### src/rtl/prio_irq_pkg.sv
package prio_irq_pkg;
  typedef enum logic [1:0] {
    ROLE_SINGLE = 2'd0,
    ROLE_MASTER = 2'd1,
    ROLE_SLAVE  = 2'd2
  } irq_role_e;

  localparam int CASCADE_LINE = 2;
endpackage

### src/rtl/irq_sample.sv
module irq_sample #(
  parameter int N = 8
) (
  input  logic         clk,
  input  logic         rst_n,
  input  logic [N-1:0] lines_i,
  output logic [N-1:0] irr_o
);
  logic [N-1:0] irr_q, irr_d;

  always_comb begin
    irr_d = lines_i;
  end

  always_ff @(posedge clk or negedge rst_n) begin
    if (!rst_n) irr_q <= '0;
    else        irr_q <= irr_d;
  end

  assign irr_o = irr_q;
endmodule

### src/rtl/irq_resolver.sv
module irq_resolver #(
  parameter int N     = 8,
  parameter int IDX_W = $clog2(N)
) (
  input  logic [N-1:0]     irr_i,
  input  logic [N-1:0]     isr_i,
  output logic             valid_o,
  output logic [IDX_W-1:0] idx_o
);
  logic [N-1:0] elig;
  logic         seen;

  // A line is eligible only if no in-service bit at its own or higher priority.
  always_comb begin
    seen = 1'b0;
    elig = '0;
    for (int i = 0; i < N; i++) begin
      seen    = seen | isr_i[i];
      elig[i] = irr_i[i] & ~seen;
    end
  end

  always_comb begin
    valid_o = |elig;
    idx_o   = '0;
    for (int i = N - 1; i >= 0; i--) begin
      if (elig[i]) idx_o = IDX_W'(i);
    end
  end
endmodule

### src/rtl/irq_inservice.sv
module irq_inservice #(
  parameter int N     = 8,
  parameter int IDX_W = $clog2(N)
) (
  input  logic             clk,
  input  logic             rst_n,
  input  logic             set_en,
  input  logic [IDX_W-1:0] set_idx,
  input  logic             eoi_i,
  output logic [N-1:0]     isr_o
);
  logic [N-1:0] isr_q, isr_d, low_bit, set_mask;

  always_comb begin
    low_bit  = isr_q & (~isr_q + N'(1));
    set_mask = '0;
    if (set_en) set_mask[set_idx] = 1'b1;
    isr_d = isr_q;
    if (eoi_i) isr_d = isr_d & ~low_bit;
    isr_d = isr_d | set_mask;
  end

  always_ff @(posedge clk or negedge rst_n) begin
    if (!rst_n) isr_q <= '0;
    else        isr_q <= isr_d;
  end

  assign isr_o = isr_q;

  // an end-of-interrupt with a set bit and no new grant removes exactly one bit
  p_eoi_drops_one_r7: assert property (@(posedge clk) disable iff (!rst_n)
    (eoi_i && (|isr_q) && !set_en) |=> ($countones(isr_q) == $countones($past(isr_q)) - 1));

  // a grant without end-of-interrupt adds one bit not already in service
  p_grant_adds_one_r5: assert property (@(posedge clk) disable iff (!rst_n)
    (set_en && !eoi_i) |=> ($countones(isr_q) == $countones($past(isr_q)) + 1));
endmodule

### src/rtl/prio_irq_ctrl.sv
module prio_irq_ctrl
  import prio_irq_pkg::*;
#(
  parameter int        NUM_LINES = 8,
  parameter int        VEC_W     = 8,
  parameter logic [7:0] VEC_BASE = 8'h20,
  parameter irq_role_e ROLE      = ROLE_SINGLE
) (
  input  logic             clk,
  input  logic             rst_n,
  input  logic [7:0]       irq_in,
  input  logic             eoi,
  input  logic             int_ack,
  input  logic             sel_in,
  output logic             int_req,
  output logic             vec_oe,
  output logic [VEC_W-1:0] vec_out,
  output logic             casc_sel
);
  localparam int IDX_W = $clog2(NUM_LINES);

  logic [NUM_LINES-1:0] irr, isr;
  logic                 cand_valid, sel_ok, ack_take, casc_hit;
  logic [IDX_W-1:0]     cand_idx;

  irq_sample #(.N(NUM_LINES)) u_sample (
    .clk(clk), .rst_n(rst_n), .lines_i(irq_in[NUM_LINES-1:0]), .irr_o(irr)
  );

  irq_resolver #(.N(NUM_LINES), .IDX_W(IDX_W)) u_resolver (
    .irr_i(irr), .isr_i(isr), .valid_o(cand_valid), .idx_o(cand_idx)
  );

  irq_inservice #(.N(NUM_LINES), .IDX_W(IDX_W)) u_inservice (
    .clk(clk), .rst_n(rst_n), .set_en(ack_take), .set_idx(cand_idx),
    .eoi_i(eoi), .isr_o(isr)
  );

  assign sel_ok = sel_in | (ROLE != ROLE_SLAVE);

  generate
    if (ROLE == ROLE_MASTER) begin : g_master
      assign casc_hit = (cand_idx == IDX_W'(CASCADE_LINE));
    end else begin : g_leaf
      assign casc_hit = 1'b0;
    end
  endgenerate

  always_comb begin
    ack_take = int_ack & cand_valid & sel_ok;
    int_req  = cand_valid;
    vec_oe   = ack_take & ~casc_hit;
    casc_sel = ack_take & casc_hit;
    vec_out  = vec_oe ? (VEC_W'(VEC_BASE) + VEC_W'(cand_idx)) : '0;
  end

  // the vector is never driven outside an acknowledge
  p_vec_needs_ack_r4: assert property (@(posedge clk) disable iff (!rst_n)
    vec_oe |-> int_ack);

  // a request always has a sampled pending line behind it
  p_req_has_pending_r3: assert property (@(posedge clk) disable iff (!rst_n)
    int_req |-> (|irr));

  // master hands the bus to the slave, never both
  p_casc_exclusive_r8: assert property (@(posedge clk) disable iff (!rst_n)
    casc_sel |-> (!vec_oe && int_ack));

  // with nothing selected the in-service record holds unless eoi clears it
  p_idle_ack_keeps_r10: assert property (@(posedge clk) disable iff (!rst_n)
    (int_ack && !int_req && !eoi) |=> $stable(isr));
endmodule

### config.mk
export PLATFORM = sky130hd
export DESIGN_NAME = prio_irq_ctrl
export DESIGN_NICKNAME = d
export VERILOG_FILES = /design/src/rtl/prio_irq_pkg.sv /design/src/rtl/irq_sample.sv /design/src/rtl/irq_resolver.sv /design/src/rtl/irq_inservice.sv /design/src/rtl/prio_irq_ctrl.sv
export SDC_FILE = /design/constraint.sdc
export NUM_CORES = 1
export LEC_CHECK = 0
export CORE_MARGIN = 2
export CORE_UTILIZATION = 48
export CTS_CLUSTER_SIZE = 12
export DETAILED_ROUTE_END_ITERATION = 10
export MAX_ROUTING_LAYER = met4
export PLACE_DENSITY = 0.88
export SLEW_MARGIN = 30
export SYNTH_ARGS = -nofsm -noshare
export SYNTH_HDL_FRONTEND = slang
export SYNTH_HIERARCHICAL = 1
export SYNTH_SLANG_ARGS = --single-unit
### constraint.sdc
create_clock -name clk -period 2.4 [get_ports clk]
set_input_delay 0.24 -clock clk [delete_from_list [all_inputs] [get_ports clk]]
set_output_delay 0.24 -clock clk [all_outputs]
set_load 0.05 [all_outputs]
==> impl_metrics.yaml <==
logic_synthesis:
  syn_area_per_cell_um2: 10.06
  yosys_register_bits: 16
  yosysSeqAreaShare_pct: 51.04
  synth_area_um2: 784.5
  synth_cells: 78
  yosysWarnings: 6
  synth.distinct_cells: 29
grt:
  grt_pass1_vias: 664
  groute.usage.overall_pct: 21.35
  grt_util_met1_pct: 25.40
  antenna_found_initial: 0
  grt_busiest_layer: "met2"
  grt-ovfl-total: 0
  grt_pass1_wl_mm: 2.835
  met3_usage_pct: 3.673
  grt_max_degree: 17
  met2_usage_pct: 33.24
final_layout:
  layout-drive-gt1-share_pct: 21.43
  final_nets: 112
  multi_input_area_um2: 365.4
  antenna_cells: 0
  postLayoutCoreUtil_pct: 69.54
  area_growth_pct: 35.09
  design_area_um2: 1060
  fillers: 113
  seqCellArea_um2: 401.6
setup_path:
  r2r_cells: 7
  cp_num_buf_inv: 1
  reg2reg_from: "u_inservice/isr_o[2]"
  crit_arrival_ps: 2020
  timing.rr.end: "u_inservice/isr_o[0]"
  path_cells: "nor3_4 -> nand2_1 -> o41ai_2 -> and2_4 -> and3_1 -> buf_12"
  crit_family: "simple AND/OR/NAND/NOR gates"
  cp.required_ps: 2160
  reg2reg_slack_ps: 330
  cp-start-kind: "flop"
  slowest_delay_ps: 460
  critPathKind: "reg -> out"
  worstSetupEndpointType: "primary output"
  crit_fanout: 6
  slowest_stage: "dfrtp_1"
power:
  swShare_pct: 45.93
  combPwrFrac_pct: 57.7
  power_leakage_nw: 0.4676
  pwr_density_cell_nw_per_um2: 1382
  clkPwrFrac_pct: 11.8
  p_total_mw: 1.465
  intPower_uw: 792.0
  peakVddDrop_mv: 0.6924
  seq_power_share_pct: 30.6
  power.switching_uw: 672.9
clocking:
  clock_tree.buffer_depth: 2
  clock_sinks: 16
  cts_buffers: 3
  ctsHtreeMaxLevel: 1
  clkTransAtPathRegs_ps: 90
  cts_tree: "yes"
  clockRootBuffer: "clkbuf_4"
  clock_latency_ps: 280
  cts_hold_buf: 0
placed_design:
  placed_cell_area_um2: 999.7
  io_buffers: 17
  hpwl_mm: 1.299
  gp_congestion: 0.8728
floorplan:
  coreArea_um2: 1524
  die_area_um2: 1974
  row_count: 14
  start_util_pct: 51.48
  io_pins: 24
  die_w_um: 44.43
  die_h_um: 44.43
route:
  wire_per_inst_um: 15.12
  routed_wl_mm: 1.724
  ant_nets: 0
  vias: 682
  first_pass_iters: 4
  routed_via_density: 5.982
  first_iter_violations: 26
  drcViolationCount: 0
run_status:
  status: "finished, final reports clean"
timing:
  period_minus_slack_ps: 2256
  post-route-period-util_pct: 94.01
  setup_violations: 0
  finalHoldViolCount: 0
  slew_headroom_pct: 55.04
  fmax_ghz: 0.4432
  skew_ps: 3.880
  worst_slew_pin_slew_ps: 672.2
  maxSlewViolCount: 0
job:
  maxCapViolations: 0
worst_hold_path:
  hold_path_class: "in -> async"
-- cells by family after synthesis --
| group | count (synthesis) | synth area share [%] |
|---|---|---|
| and+or+nand+nor | 31 | 22.97 |
| other | 1 | 0.4780 |
| DFF | 16 | 51.04 |
| buffers and inverters | 9 | 7.177 |
| AOI/OAI and AO/OA | 21 | 18.34 |
-- cells in the final DEF (no fill, tap or decap) --
cell type,count
dfrtp_1,15
clkdlybuf4s50_1,11
nand2_1,6
o21ai_0,6
conb_1,5
buf_12,5
nor2_1,5
nand2b_1,4
o21ai_1,4
and3_1,3
clkbuf_4,3
inv_1,3
nor2b_1,3
buf_4,2
o41ai_2,2
o31ai_1,2
o21bai_1,2
a21oi_1,2
and2_2,1
clkbuf_8,1
or4b_4,1
o32ai_1,1
or4_1,1
dfrtp_2,1
nor3_4,1
or2_2,1
and2_4,1
nor4_2,1
nor3_1,1
nor4b_1,1
o22a_1,1
a221o_2,1
nand3_1,1
-- flip-flops by register name (all words and copies together) (netlist names) --
register,count
u_inservice/isr_o,8
u_sample/irr_o,8
-- per-layer routing --
layer | wire, um | part of all wire, %
met5 | 0 | 0
met4 | 71 | 4.1
met2 | 869 | 50
met1 | 714 | 41
met3 | 68 | 3.9
-- power by group through the flow --
stage	logic (mW)	registers, mW	clock network (mW)
floorplan	0.527	0.409	0
finish	0.845	0.448	0.172
CTS	0.797	0.433	0.174
detailed placement	0.790	0.439	0
global route	0.902	0.463	0.191
global placement	0.769	0.425	0
-- synth_stat cells --
| cell | number | area share [%] |
|---|---|---|
| dfrtp_1 | 16 | 51 |
| and3_1 | 3 | 2.4 |
| a221o_2 | 1 | 1.4 |
| nand2b_1 | 4 | 3.2 |
| nand3_1 | 1 | 0.64 |
| o22a_1 | 1 | 1.1 |
| o21ai_1 | 4 | 2.6 |
| o21ai_0 | 6 | 3.8 |
| o41ai_2 | 1 | 2.1 |
| nor3_1 | 1 | 0.64 |
| o41ai_1 | 1 | 1.1 |
| or4_1 | 1 | 0.96 |
| buf_4 | 6 | 5.7 |
| or2_2 | 1 | 0.80 |
| o32ai_1 | 1 | 1.1 |
| and2_1 | 1 | 0.80 |
| and2_2 | 1 | 0.96 |
| or4b_4 | 1 | 1.8 |
| a21oi_1 | 2 | 1.3 |
| o21bai_1 | 2 | 1.9 |
| nor3_2 | 1 | 1.3 |
| inv_1 | 3 | 1.4 |
| nor4b_1 | 1 | 1.1 |
| nor2b_1 | 3 | 2.4 |
| nor2_1 | 5 | 2.4 |
| nand2_1 | 6 | 2.9 |
| conb_1 | 1 | 0.48 |
| o31ai_1 | 2 | 1.9 |
| nor4_1 | 1 | 0.80 |
-- layout make-up --
cell class | instances | area share (%)
flip-flops and latches | 16 | 37.90
multi-input cells | 57 | 34.47
repair buffers | 18 | 21.25
clock buffers | 4 | 3.424
well taps | 16 | 1.889
inverters | 3 | 1.063
-- how the worst max path moves through the flow --
stage                      end  slack [ps]  cells past startpoint                 start
floorplan           vec_out[5]          50                      6  u_inservice/isr_o[2]
finish              vec_out[1]         140                      6  u_inservice/isr_o[2]
CTS                 vec_out[1]          40                      6  u_inservice/isr_o[0]
global route        vec_out[5]         -30                      5  u_inservice/isr_o[3]
detailed placement  vec_out[1]         360                      6  u_inservice/isr_o[0]
global placement    vec_out[1]         450                      6  u_inservice/isr_o[0]
-- what timing repair did --
action	4_1_cts	5_1_grt
setup endpoints to repair	0	4
gates resized for setup	0	6
setup buffers	0	0
-- through the flow --
stage / setup WS [ps] / std cells / setup TNS, ps / hold WS [ps]
floorplan: 53.56 / 82 / 0 / -55.59
global placement: 454.2 / 110 / 0 / 491.7
detailed placement: 358.5 / 110 / 0 / 497.8
CTS: 44.01 / 114 / 0 / 384.5
global route: -29.68 / 114 / -65.18 / 375.7
finish: 143.7 / 114 / 0 / 361.5
(Power assumes the default switching activity.)
